==> src/rtl/storeQueuePkg.sv <==
package storeQueuePkg;

  // Strobes from the control module into the entry array for one cycle.
  typedef struct packed {
    logic alloc;       // fill the entry at the tail
    logic free;        // release the entry at the head
    logic removeTail;  // squash the entry just below the tail
    logic commit;      // apply the commit compare this cycle
  } sqStrobe_t;

endpackage

==> src/rtl/sqEntries.sv <==
module sqEntries
  import storeQueuePkg::*;
#(
  parameter int DEPTH  = 8,
  parameter int SEQ_W  = 16,
  parameter int DATA_W = 64,
  parameter int SIZE_W = 4,
  parameter int IDX_W  = $clog2(DEPTH)
) (
  input  logic              clk,
  input  logic              rstN,
  input  sqStrobe_t         strobe,
  input  logic [IDX_W-1:0]  headIdx,
  input  logic [IDX_W-1:0]  tailIdx,
  input  logic [IDX_W-1:0]  probeIdx,
  input  logic [IDX_W-1:0]  wbIdx,
  input  logic [SEQ_W-1:0]  allocSeq,
  input  logic [SEQ_W-1:0]  commitSeq,
  input  logic              wrValid,
  input  logic [IDX_W-1:0]  wrIdx,
  input  logic [SIZE_W-1:0] wrSize,
  input  logic [DATA_W-1:0] wrData,
  input  logic              cplValid,
  input  logic [IDX_W-1:0]  cplIdx,
  output logic [DEPTH-1:0]  validV,
  output logic [DEPTH-1:0]  committedV,
  output logic [DEPTH-1:0]  canWbV,
  output logic [DEPTH-1:0]  completedV,
  output logic [DEPTH-1:0]  commitHitV,
  output logic [SEQ_W-1:0]  probeSeq,
  output logic [SIZE_W-1:0] wbSize,
  output logic [DATA_W-1:0] wbData
);

  logic [SEQ_W-1:0]  seqQ  [DEPTH];
  logic [SIZE_W-1:0] sizeQ [DEPTH];
  logic [DATA_W-1:0] dataQ [DEPTH];

  // Commit compare: every held, uncommitted entry at or below the bound.
  always_comb begin
    for (int i = 0; i < DEPTH; i++) begin
      commitHitV[i] = strobe.commit && validV[i] && !committedV[i] &&
                      (seqQ[i] <= commitSeq);
    end
  end

  always_ff @(posedge clk) begin
    if (!rstN) begin
      validV     <= '0;
      committedV <= '0;
      canWbV     <= '0;
      completedV <= '0;
      for (int i = 0; i < DEPTH; i++) begin
        seqQ[i]  <= '0;
        sizeQ[i] <= '0;
        dataQ[i] <= '0;
      end
    end else begin
      for (int i = 0; i < DEPTH; i++) begin
        if (wrValid && wrIdx == IDX_W'(i)) begin
          sizeQ[i] <= wrSize;
          dataQ[i] <= wrData;
        end
        if (cplValid && cplIdx == IDX_W'(i)) completedV[i] <= 1'b1;
        if (commitHitV[i]) begin
          committedV[i] <= 1'b1;
          canWbV[i]     <= 1'b1;
        end
        if (strobe.free && headIdx == IDX_W'(i)) validV[i] <= 1'b0;
        if (strobe.removeTail && probeIdx == IDX_W'(i)) validV[i] <= 1'b0;
        // Allocation last: a fresh entry starts with every field cleared.
        if (strobe.alloc && tailIdx == IDX_W'(i)) begin
          validV[i]     <= 1'b1;
          seqQ[i]       <= allocSeq;
          committedV[i] <= 1'b0;
          canWbV[i]     <= 1'b0;
          completedV[i] <= 1'b0;
          sizeQ[i]      <= '0;
          dataQ[i]      <= '0;
        end
      end
    end
  end

  assign probeSeq = seqQ[probeIdx];
  assign wbSize   = sizeQ[wbIdx];
  assign wbData   = dataQ[wbIdx];

  // once committed, an entry stays committed for as long as it is held.
  for (genvar g = 0; g < DEPTH; g++) begin : gSticky
    p_commit_sticky_r5: assert property (@(posedge clk) disable iff (!rstN)
      (validV[g] && committedV[g]) |=> (committedV[g] || !validV[g]));
  end

endmodule

==> src/rtl/sqControl.sv <==
module sqControl
  import storeQueuePkg::*;
#(
  parameter int DEPTH = 8,
  parameter int SEQ_W = 16,
  parameter int IDX_W = $clog2(DEPTH),
  parameter int CNT_W = $clog2(DEPTH + 1)
) (
  input  logic             clk,
  input  logic             rstN,
  input  logic             allocValid,
  input  logic             commitValid,
  input  logic             squashValid,
  input  logic [SEQ_W-1:0] squashSeq,
  input  logic             cacheBlocked,
  input  logic [CNT_W-1:0] freeLoads,
  input  logic [DEPTH-1:0] validV,
  input  logic [DEPTH-1:0] committedV,
  input  logic [DEPTH-1:0] canWbV,
  input  logic [DEPTH-1:0] completedV,
  input  logic [DEPTH-1:0] commitHitV,
  input  logic [SEQ_W-1:0] probeSeq,
  output sqStrobe_t        strobe,
  output logic [IDX_W-1:0] headQ,
  output logic [IDX_W-1:0] tailQ,
  output logic [IDX_W-1:0] wbQ,
  output logic [IDX_W-1:0] probeIdx,
  output logic [CNT_W-1:0] activeQ,
  output logic [CNT_W-1:0] pendQ,
  output logic             full,
  output logic             wbFire,
  output logic             squashBusy,
  output logic [CNT_W-1:0] freeCount
);

  localparam logic [CNT_W-1:0] LIMIT   = CNT_W'(DEPTH - 1);
  localparam logic [IDX_W-1:0] LAST_IX = IDX_W'(DEPTH - 1);

  function automatic logic [IDX_W-1:0] nextIdx(input logic [IDX_W-1:0] p);
    return (p == LAST_IX) ? '0 : p + 1'b1;
  endfunction

  function automatic logic [IDX_W-1:0] prevIdx(input logic [IDX_W-1:0] p);
    return (p == '0) ? LAST_IX : p - 1'b1;
  endfunction

  function automatic logic [CNT_W-1:0] popCount(input logic [DEPTH-1:0] v);
    logic [CNT_W-1:0] n;
    n = '0;
    for (int i = 0; i < DEPTH; i++) n = n + CNT_W'(v[i]);
    return n;
  endfunction

  logic [SEQ_W-1:0] squashBoundQ;
  logic [CNT_W-1:0] occ;
  logic [CNT_W-1:0] storeFree;
  logic [CNT_W-1:0] commitCnt;

  assign occ       = activeQ + pendQ;
  assign full      = (occ >= LIMIT);
  assign storeFree = LIMIT - occ;
  assign freeCount = (freeLoads < storeFree) ? freeLoads : storeFree;
  assign commitCnt = popCount(commitHitV);
  assign probeIdx  = prevIdx(tailQ);
  assign squashBusy = (squashQ == 1'b1);

  logic squashQ;

  // Writeback issue: oldest committed, unfinished store, cache willing.
  assign wbFire = validV[wbQ] && canWbV[wbQ] && !completedV[wbQ] && !cacheBlocked;

  always_comb begin
    strobe            = '0;
    strobe.commit     = commitValid;
    strobe.alloc      = allocValid && !full && !squashQ;
    strobe.free       = validV[headQ] && completedV[headQ];
    strobe.removeTail = squashQ && validV[probeIdx] && !committedV[probeIdx] &&
                        !commitHitV[probeIdx] && (probeSeq > squashBoundQ);
  end

  always_ff @(posedge clk) begin
    if (!rstN) begin
      headQ        <= '0;
      tailQ        <= '0;
      wbQ          <= '0;
      activeQ      <= '0;
      pendQ        <= '0;
      squashQ      <= 1'b0;
      squashBoundQ <= '0;
    end else begin
      if (strobe.free) headQ <= nextIdx(headQ);
      if (strobe.removeTail)  tailQ <= probeIdx;
      else if (strobe.alloc)  tailQ <= nextIdx(tailQ);
      if (wbFire) wbQ <= nextIdx(wbQ);
      activeQ <= activeQ + CNT_W'(strobe.alloc) - commitCnt - CNT_W'(strobe.removeTail);
      pendQ   <= pendQ + commitCnt - CNT_W'(strobe.free);
      if (squashValid) begin
        squashQ      <= 1'b1;
        squashBoundQ <= (squashQ && squashBoundQ < squashSeq) ? squashBoundQ : squashSeq;
      end else if (squashQ && !strobe.removeTail) begin
        squashQ <= 1'b0;
      end
    end
  end

  // the held count never passes the one-slot-empty limit.
  p_occ_bound_r3: assert property (@(posedge clk) disable iff (!rstN)
    occ <= LIMIT);

  // a request while full leaves the tail where it was.
  p_full_blocks_alloc_r3: assert property (@(posedge clk) disable iff (!rstN)
    (allocValid && full && !squashQ) |=> $stable(tailQ));

  // pointer distance and the two counts describe the same occupancy.
  p_ptr_count_match_r2: assert property (@(posedge clk) disable iff (!rstN)
    ((int'(tailQ) - int'(headQ) + DEPTH) % DEPTH) == int'(occ));

  // the writeback pointer moves by exactly one per issued store.
  p_wb_advance_r6: assert property (@(posedge clk) disable iff (!rstN)
    wbFire |=> (wbQ == nextIdx($past(wbQ))));
  p_wb_hold_r6: assert property (@(posedge clk) disable iff (!rstN)
    !wbFire |=> $stable(wbQ));

  // while a squash walk runs, the uncommitted count cannot grow.
  p_squash_no_growth_r9: assert property (@(posedge clk) disable iff (!rstN)
    squashQ |=> (activeQ <= $past(activeQ)));

endmodule

==> src/rtl/storeQueueTracker.sv <==
module storeQueueTracker
  import storeQueuePkg::*;
#(
  parameter int DEPTH  = 8,
  parameter int SEQ_W  = 16,
  parameter int DATA_W = 64,
  parameter int SIZE_W = 4,
  parameter int IDX_W  = $clog2(DEPTH),
  parameter int CNT_W  = $clog2(DEPTH + 1)
) (
  input  logic              clk,
  input  logic              rstN,
  input  logic              allocValid,
  input  logic [SEQ_W-1:0]  allocSeq,
  input  logic              wrValid,
  input  logic [IDX_W-1:0]  wrIdx,
  input  logic [SIZE_W-1:0] wrSize,
  input  logic [DATA_W-1:0] wrData,
  input  logic              commitValid,
  input  logic [SEQ_W-1:0]  commitSeq,
  input  logic              squashValid,
  input  logic [SEQ_W-1:0]  squashSeq,
  input  logic              cacheBlocked,
  input  logic              cplValid,
  input  logic [IDX_W-1:0]  cplIdx,
  input  logic [CNT_W-1:0]  freeLoads,
  output logic              wbFire,
  output logic [IDX_W-1:0]  wbIdx,
  output logic [SIZE_W-1:0] wbSize,
  output logic [DATA_W-1:0] wbData,
  output logic              full,
  output logic [CNT_W-1:0]  activeCount,
  output logic [CNT_W-1:0]  wbPendCount,
  output logic [CNT_W-1:0]  freeCount,
  output logic [IDX_W-1:0]  headIdx,
  output logic [IDX_W-1:0]  tailIdx,
  output logic              squashBusy
);

  sqStrobe_t        strobe;
  logic [IDX_W-1:0] probeIdx;
  logic [DEPTH-1:0] validV, committedV, canWbV, completedV, commitHitV;
  logic [SEQ_W-1:0] probeSeq;

  sqControl #(
    .DEPTH(DEPTH), .SEQ_W(SEQ_W), .IDX_W(IDX_W), .CNT_W(CNT_W)
  ) uCtrl (
    .clk(clk), .rstN(rstN),
    .allocValid(allocValid), .commitValid(commitValid),
    .squashValid(squashValid), .squashSeq(squashSeq),
    .cacheBlocked(cacheBlocked), .freeLoads(freeLoads),
    .validV(validV), .committedV(committedV), .canWbV(canWbV),
    .completedV(completedV), .commitHitV(commitHitV), .probeSeq(probeSeq),
    .strobe(strobe), .headQ(headIdx), .tailQ(tailIdx), .wbQ(wbIdx),
    .probeIdx(probeIdx), .activeQ(activeCount), .pendQ(wbPendCount),
    .full(full), .wbFire(wbFire), .squashBusy(squashBusy),
    .freeCount(freeCount)
  );

  sqEntries #(
    .DEPTH(DEPTH), .SEQ_W(SEQ_W), .DATA_W(DATA_W), .SIZE_W(SIZE_W), .IDX_W(IDX_W)
  ) uData (
    .clk(clk), .rstN(rstN), .strobe(strobe),
    .headIdx(headIdx), .tailIdx(tailIdx), .probeIdx(probeIdx), .wbIdx(wbIdx),
    .allocSeq(allocSeq), .commitSeq(commitSeq),
    .wrValid(wrValid), .wrIdx(wrIdx), .wrSize(wrSize), .wrData(wrData),
    .cplValid(cplValid), .cplIdx(cplIdx),
    .validV(validV), .committedV(committedV), .canWbV(canWbV),
    .completedV(completedV), .commitHitV(commitHitV),
    .probeSeq(probeSeq), .wbSize(wbSize), .wbData(wbData)
  );

endmodule

==> config.mk <==
export PLATFORM = sky130hd
export DESIGN_NAME = storeQueueTracker
export DESIGN_NICKNAME = d
export VERILOG_FILES = /design/src/rtl/storeQueuePkg.sv /design/src/rtl/sqEntries.sv /design/src/rtl/sqControl.sv /design/src/rtl/storeQueueTracker.sv
export SDC_FILE = /design/constraint.sdc
export NUM_CORES = 1
export LEC_CHECK = 0
export BUFFER_PORTS_ARGS = -buffer_cell sky130_fd_sc_hd__clkbuf_2
export CAP_MARGIN = 10
export CORE_UTILIZATION = 57
export CTS_BUF_LIST = sky130_fd_sc_hd__clkbuf_2
export CTS_CLUSTER_DIAMETER = 100
export DETAILED_ROUTE_END_ITERATION = 8
export GPL_ROUTABILITY_DRIVEN = 1
export PLACE_DENSITY = 0.78
export SYNTH_ARGS = -nofsm -noshare
export SYNTH_HDL_FRONTEND = slang
export SYNTH_HIERARCHICAL = 1
export SYNTH_SLANG_ARGS = --single-unit
==> constraint.sdc <==
create_clock -name clk -period 11.8 [get_ports clk]
set_input_delay 2.36 -clock clk [delete_from_list [all_inputs] [get_ports clk]]
set_output_delay 2.36 -clock clk [all_outputs]
set_load 0.02 [all_outputs]
=== Word-level counts from Yosys, hierarchy flattened ===
Memories as Yosys holds them, arrays and structs flattened. A register that Yosys moved wholly into a read port is not among the register bits.
Index checks and enable logic that the tools add are counted.

* Memories: 3
* Bits in writable memories: 672
* Logic and storage cells: 402
* Input port bits: 134
* Output and inout port bits: 92
* Register bits: 58

* Magnitude comparators: 15
* Reduce and logical (&&, ||, !) cells: 115
* Bitwise gates (word level): 42
* Eq/ne operators: 36
* Muxes and demuxes: 142
* $add $sub $neg: 18

{| class="wikitable"
|+ Memories
! memory !! words !! width !! rd ports !! clocked after memory_dff !! wr ports !! RTL line !! text
|-
| uData.dataQ || 8 || 64 || 1 || 1 || 8 || sqEntries.sv:37 || <nowiki>logic [DATA_W-1:0] dataQ [DEPTH];</nowiki>
|-
| uData.seqQ || 8 || 16 || 9 || 0 || 8 || sqEntries.sv:35 || <nowiki>logic [SEQ_W-1:0] seqQ [DEPTH];</nowiki>
|-
| uData.sizeQ || 8 || 4 || 1 || 1 || 8 || sqEntries.sv:36 || <nowiki>logic [SIZE_W-1:0] sizeQ [DEPTH];</nowiki>
|}

{| class="wikitable"
|+ Operator list
! cell !! count
|-
| 64-bit two-way mux || 16
|-
| 16-bit <= comparator || 8
|-
| 16-bit two-way mux || 8
|-
| 1-bit two-way mux || 83
|-
| 1-bit logical AND || 76
|-
| 4-bit two-way mux || 17
|-
| 3-bit equality test (second input constant) || 21
|-
| 1-bit OR || 40
|-
| 3-bit by 2-bit equality test with 1-bit output (second input constant) || 10
|-
| 3-bit two-way mux || 10
|-
| 4-bit by 1-bit adder with 4-bit output || 7
|-
| 1-bit binary-select mux with 3-bit select || 8
|-
| 3-bit nonzero test || 8
|-
| 16-bit greater-than comparator || 1
|-
| 16-bit < comparator || 1
|-
| 2-bit OR reduction || 8
|-
| 3-bit by 1-bit equality test with 1-bit output (second input constant) || 5
|-
| 1-bit logical NOT || 15
|-
| 3-bit logical NOT || 5
|-
| 3-bit by 4-bit < comparator with 1-bit output (second input constant) || 3
|-
| 3-bit by 1-bit adder with 3-bit output (second input constant) || 3
|-
| 4-bit adder || 2
|-
| 4-bit by 1-bit subtractor with 4-bit output || 2
|-
| 4-bit by 3-bit greater-or-equal comparator with 1-bit output (second input constant) || 1
|-
| 8 further kinds || 10
|}

=== Longest topological paths before layout ===
* Depth in word-level cells: 12
* Depth in mapped cells: 24
* Gate-level depth less buffers: 22

=== By module ===
The synthesis kept the hierarchy.

{| class="wikitable"
|+ By module, submodules not included
! module !! area an instance (um^2) !! cells each !! instances !! sequential area each (um^2)
|-
| sqEntries || 33627.3 || 2246 || 1 || 20659.8
|-
| sqControl || 3236.9 || 389 || 1 || 680.7
|}

=== Least setup slack after synthesis ===
OpenSTA, ideal clock, no wires.

* Kind: input to register
* Start: input port wrIdx[2]
* End: memory uData.dataQ[0][0], enable pin
* Slack: 709 ps
* Buffers on the path: 0
* Data arrival time: 10364 ps
* Library setup time: 728 ps
* Cell stages on the path: 2
* Cell sequence: nand2b_1 > o311ai_0

{| class="wikitable"
|+ RTL lines
! item !! RTL line !! text
|-
| from (decl) || storeQueueTracker.sv:16 || <nowiki>input logic [IDX_W-1:0] wrIdx,</nowiki>
|-
| to (decl) || sqEntries.sv:37 ||
|}

=== Worst setup path in the final report ===
* Start: input port commitSeq[5]
* End: register uCtrl.activeQ[3]

* Elaborated cells on any way between the ends: 30

{| class="wikitable"
|+ RTL lines
! item !! RTL line !! text
|-
| from (decl) || storeQueueTracker.sv:20 || <nowiki>input logic [SEQ_W-1:0] commitSeq,</nowiki>
|-
| 16-bit <= comparator * || sqEntries.sv:43 || <nowiki>(seqQ[i] <= commitSeq);</nowiki>
|-
| 1-bit logical AND * || sqEntries.sv:42 || <nowiki>commitHitV[i] = strobe.commit && validV[i] && !committedV[i] &&</nowiki>
|-
| named net commitHitV[3] || storeQueueTracker.sv:42 || <nowiki>logic [DEPTH-1:0] validV, committedV, canWbV, completedV, commitHitV;</nowiki>
|-
| 4-bit by 1-bit adder with 4-bit output (5 in a row) || sqControl.sv:50 || <nowiki>for (int i = 0; i < DEPTH; i++) n = n + CNT_W'(v[i]);</nowiki>
|-
| 4-bit subtractor || sqControl.sv:95 || <nowiki>activeQ <= activeQ + CNT_W'(strobe.alloc) - commitCnt - CNT_W'(strobe.removeTail);</nowiki>
|-
| 4-bit by 1-bit subtractor with 4-bit output * || sqControl.sv:95 ||
|-
| to (signal assigned) || sqControl.sv:95 ||
|-
| to (decl) || sqControl.sv:28 || <nowiki>output logic [CNT_W-1:0] activeQ,</nowiki>
|}

The timed path passes the listed nets; every way through them passes the cells marked *. The select of a mux whose other input is x is not followed.
A chain may end at the register's enable or synchronous reset.

==> summary.txt <==
Status
  • Status: finished, final reports clean

Clocking
  • CTS Root Buffer Type: clkbuf_2
  • Clk pin slew, worst setup/hold paths: 0.10 ns
  • # Post-CTS Setup Buffers: 0
  • Num CTS Buffers: 179
  • # clock sinks: 730
  • Worst-skew pair later-pin latency: 1.39 ns
  • Clock buffer depth: 3
  • CTS tree: built
  • Htree depth: 4
  • Hold_buf cts: 0
  • PostCTS Resize Cnt: 0

Worst setup path
  • Max incr delay on CP: 0.51 ns
  • Slowest cell on crit path: fa_1
  • Nature of the critical path endpoint: register
  • CP cell instances: clkbuf_2 -> inv_1 -> ha_1 -> a21oi_1 -> o21a_1 -> o221ai_1 -> a2111o_1 -> a211oi_1 -> fa_1 -> inv_1 -> fa_1 -> fa_1 -> inv_1 -> ha_1 -> fa_1 -> inv_1 -> fa_1 -> ha_1 -> fa_1 -> xnor2_1 -> xnor2_1 -> xnor2_1 -> nor2_1
  • WP buf/inv: 5
  • R2r setup slk: 4.80 ns
  • Required time worst endpoint: 13.08 ns
  • CP arrival: 8.36 ns
  • Most common cell on crit path: fa_1
  • Setup CP Type: primary input to register
  • CP startpoint kind: primary input
  • CP top delay family: adder cells
  • CP Max Fanout: 8

Global route
  • Total Routing Usage GR: 29.6%
  • Largest net degree at the start of global routing: 126
  • Global-route wire length before repair: 144 mm
  • Initial antenna violation count: 14
  • Vias in the first global route: 24678
  • Grt total ovfl: 0

Yosys
  • Yosys reg bits: 730
  • Syn Area/Cell: 14.0 µm²
  • Netlist Area Pre-Place: 0.0369 mm²
  • Ys Warns: 6
  • Top-area cell type share of the netlist area: 54.7%
  • Post-synthesis instance total: 2635
  • Post-synth top area cell: edfxtp_1
  • Syn Nets: 2963
  • Main flop type after synthesis: edfxtp_1
  • EDFF count, synth: 672
  • Unique masters post-synth: 73
  • Ranking of synthesized cells by area: edfxtp_1 55%, mux4_2 10%, and2_1 7.1%
  • Sequential share of the synthesized area: 57.9%
  • Fraction of registers with async set/reset: 0%

Floorplanning
  • I/O pins: 226
  • Initial Util: 58.0%
  • Die Y: 256 µm
  • Core Region: 0.0635 mm²
  • DIE AREA: 0.0657 mm²
  • FP Rows: 92
  • Die X: 256 µm

Detailed routing
  • DR pass1 iterations: 5
  • DRT iter0 DRCs: 2180
  • Routed Antenna Nets: 0
  • Overall routed net length: 96.3 mm
  • Post-route DRC: 0
  • Routed len/inst: 24.7 µm
  • Vias per inst: 6.11
  • DR vias: 23810

Pwr
  • Power Total: 6470 µW
  • Static Leakage: 0.0164 µW
  • PwrDens: 161 mW/mm²
  • Sw Ratio: 32.3%
  • Comb power frac: 25.1%
  • Clock share of power: 25.3%
  • Flop pwr share: 49.7%
  • Switching power: 2090 µW
  • Max IR drop VDD: 0.148 mV
  • Int Power: 4380 µW

Final layout
  • Share of layout cells above drive strength 1: 26.6%
  • Area Growth Syn to Fin: 9.12%
  • Fillers: 4728
  • Nets: 3254
  • Fin cells: 3899

Worst hold path
  • HP Class: register to register

Placed design
  • Dpl ws: 3.41 ns
  • Port bufs: 225
  • Placer congestion estimate: 0.938
  • Dpl hpwl: 57.5 mm
  • Cells after DPL: 3591

Run
  • Max Cap Violations: 0

Timing
  • Final Setup Violations: 0
  • Final hold violation count: 0
  • Clock Skews: 0.0982 ns
  • RSZ-0062 raised after global routing: no
  • Max frequency: 0.141 GHz
  • Fin. max-slew vios: 0
  • Final setup margin: 4.72 ns
  • Setup TNS: 0 ns
  • Final critical-path share of the clock period: 60.0%
  • Slew HR: 17.6%
  • Slew of the pin with the lowest slew margin: 1.23 ns
  • Fin crit period: 7.08 ns
-- path summary, 6_finish.rpt --
path	start	endpoint	cells past startpoint
max	commitSeq[5]	uCtrl/activeQ[3]$_SDFF_PN0_	23
min	uCtrl/squashBoundQ[1]$_SDFFE_PN0P_	uCtrl/squashBoundQ[1]$_SDFFE_PN0P_	2
max reg2reg	uCtrl/tailQ[0]$_SDFFE_PN0P_	uCtrl/activeQ[3]$_SDFF_PN0_	21
min reg2reg	uCtrl/squashBoundQ[1]$_SDFFE_PN0P_	uCtrl/squashBoundQ[1]$_SDFFE_PN0P_	2
-- worst reg2reg max path: cells and delay by family (launching register included) --
family / cells / cell delay (ns)
AOI/OAI and AO/OA: 1 / 0.28
adders and majority gates: 6 / 2.23
DFF: 1 / 0.56
and+or+nand+nor: 5 / 1.49
xor gates and xnor gates: 3 / 0.51
muxes: 2 / 0.76
buffers and inverters: 4 / 1.04
-- flip-flops by register name, summed over array words and instances (netlist names), 5 cells and up --
| register | count |
|---|---|
| uData/dataQ | 512 |
| uData/seqQ | 128 |
| uData/sizeQ | 32 |
| uCtrl/squashBoundQ | 16 |
| uData/completedV | 8 |
| uData/validV | 8 |
| uData/committedV | 5 |
-- Yosys cell counts, types with 6 or more instances --
cell,number
edfxtp_1,672
and2_1,417
ha_1,185
mux4_2,168
and3_1,139
nand2_1,126
nor2_1,126
inv_1,117
clkbuf_1,89
mux2_2,83
a21oi_1,77
dfxtp_1,58
nand4_1,29
o21ai_0,28
mux2i_1,24
nand3_1,23
buf_2,22
a21boi_0,20
buf_4,17
o211ai_1,17
nor2b_1,16
a21o_1,13
a211oi_1,11
buf_6,11
o21a_1,11
clkbuf_2,10
xnor2_1,10
fa_1,9
nor4_1,9
nor3_1,7
buf_1,6
-- power groups by stage --
stage                     clock [µW]  combinational [µW]  sequential, µW
after floorplan                    0                1060            3270
after global placement             0                1560            3250
after detailed placement           0                1600            3270
after CTS                       1670                1610            3210
after global routing            1790                1740            3240
final                           1630                1620            3210
-- cell usage in the layout, fill, tap and decap left out, types with 9 or more instances in the layout --
cell / synthesis / layout
edfxtp_1: 672 / 672
clkbuf_2: 10 / 482
and2_1: 417 / 417
ha_1: 185 / 185
mux4_2: 168 / 168
and3_1: 139 / 138
nand2_1: 126 / 126
nor2_1: 126 / 126
inv_1: 117 / 117
mux2_2: 83 / 83
a21oi_1: 77 / 77
dfxtp_1: 58 / 55
buf_4: 17 / 39
nand4_1: 29 / 29
clkinv_1: 1 / 28
o21ai_0: 28 / 28
mux2i_1: 24 / 24
nand3_1: 23 / 22
a21boi_0: 20 / 20
o211ai_1: 17 / 17
nor2b_1: 16 / 16
a21o_1: 13 / 13
o21a_1: 11 / 11
a211oi_1: 11 / 11
xnor2_1: 10 / 10
nor4_1: 9 / 9
fa_1: 9 / 9
-- cell type report --
| type | instances | area (µm²) | share of cell area, % |
|---|---|---|---|
| clock inverters | 42 | 267 | 0.663 |
| inverters | 118 | 443 | 1.10 |
| flip-flops and latches | 730 | 21400 | 53.1 |
| diodes | 8 | 20.0 | 0.0498 |
| repair buffers | 265 | 1450 | 3.59 |
| clock buffers | 258 | 1290 | 3.21 |
| well taps | 846 | 1060 | 2.63 |
| multi-input cells | 1632 | 14400 | 35.7 |
-- per-stage QoR --
| step | area (µm²) | hold slack, ns | util (%) |
|---|---|---|---|
| finish | 40200 | 0.489 | 63.3 |
| global placement | 38600 | 0.465 | 60.8 |
| CTS | 40200 | 0.491 | 63.3 |
| floorplan | 36900 | 0.450 | - |
| global route | 40200 | 0.522 | 63.3 |
| detailed placement | 38600 | 0.477 | 60.8 |
-- kinds of logic after synthesis --
group / count (synthesis) / share of synthesized area, %
adder cells (fa/ha/maj): 194 / 6.77
AO/OA/AOI/OAI: 221 / 4.08
buffers and inverters: 273 / 3.29
XOR/XNOR: 12 / 0.285
multiplexers: 275 / 13.5
flip-flops: 730 / 57.9
AND/OR/NAND/NOR: 930 / 14.2
-- routing by layer --
layer  vias to the layer above  share of wire (%)  GRT usage [%]
li1                      10510                  -              -
met3                       176                9.5           7.78
met4                        14                2.6           10.9
met1                     12002                 38           37.1
met5                         -              0.091              0
met2                      1108                 50           49.4
(Power assumes the default switching activity.)
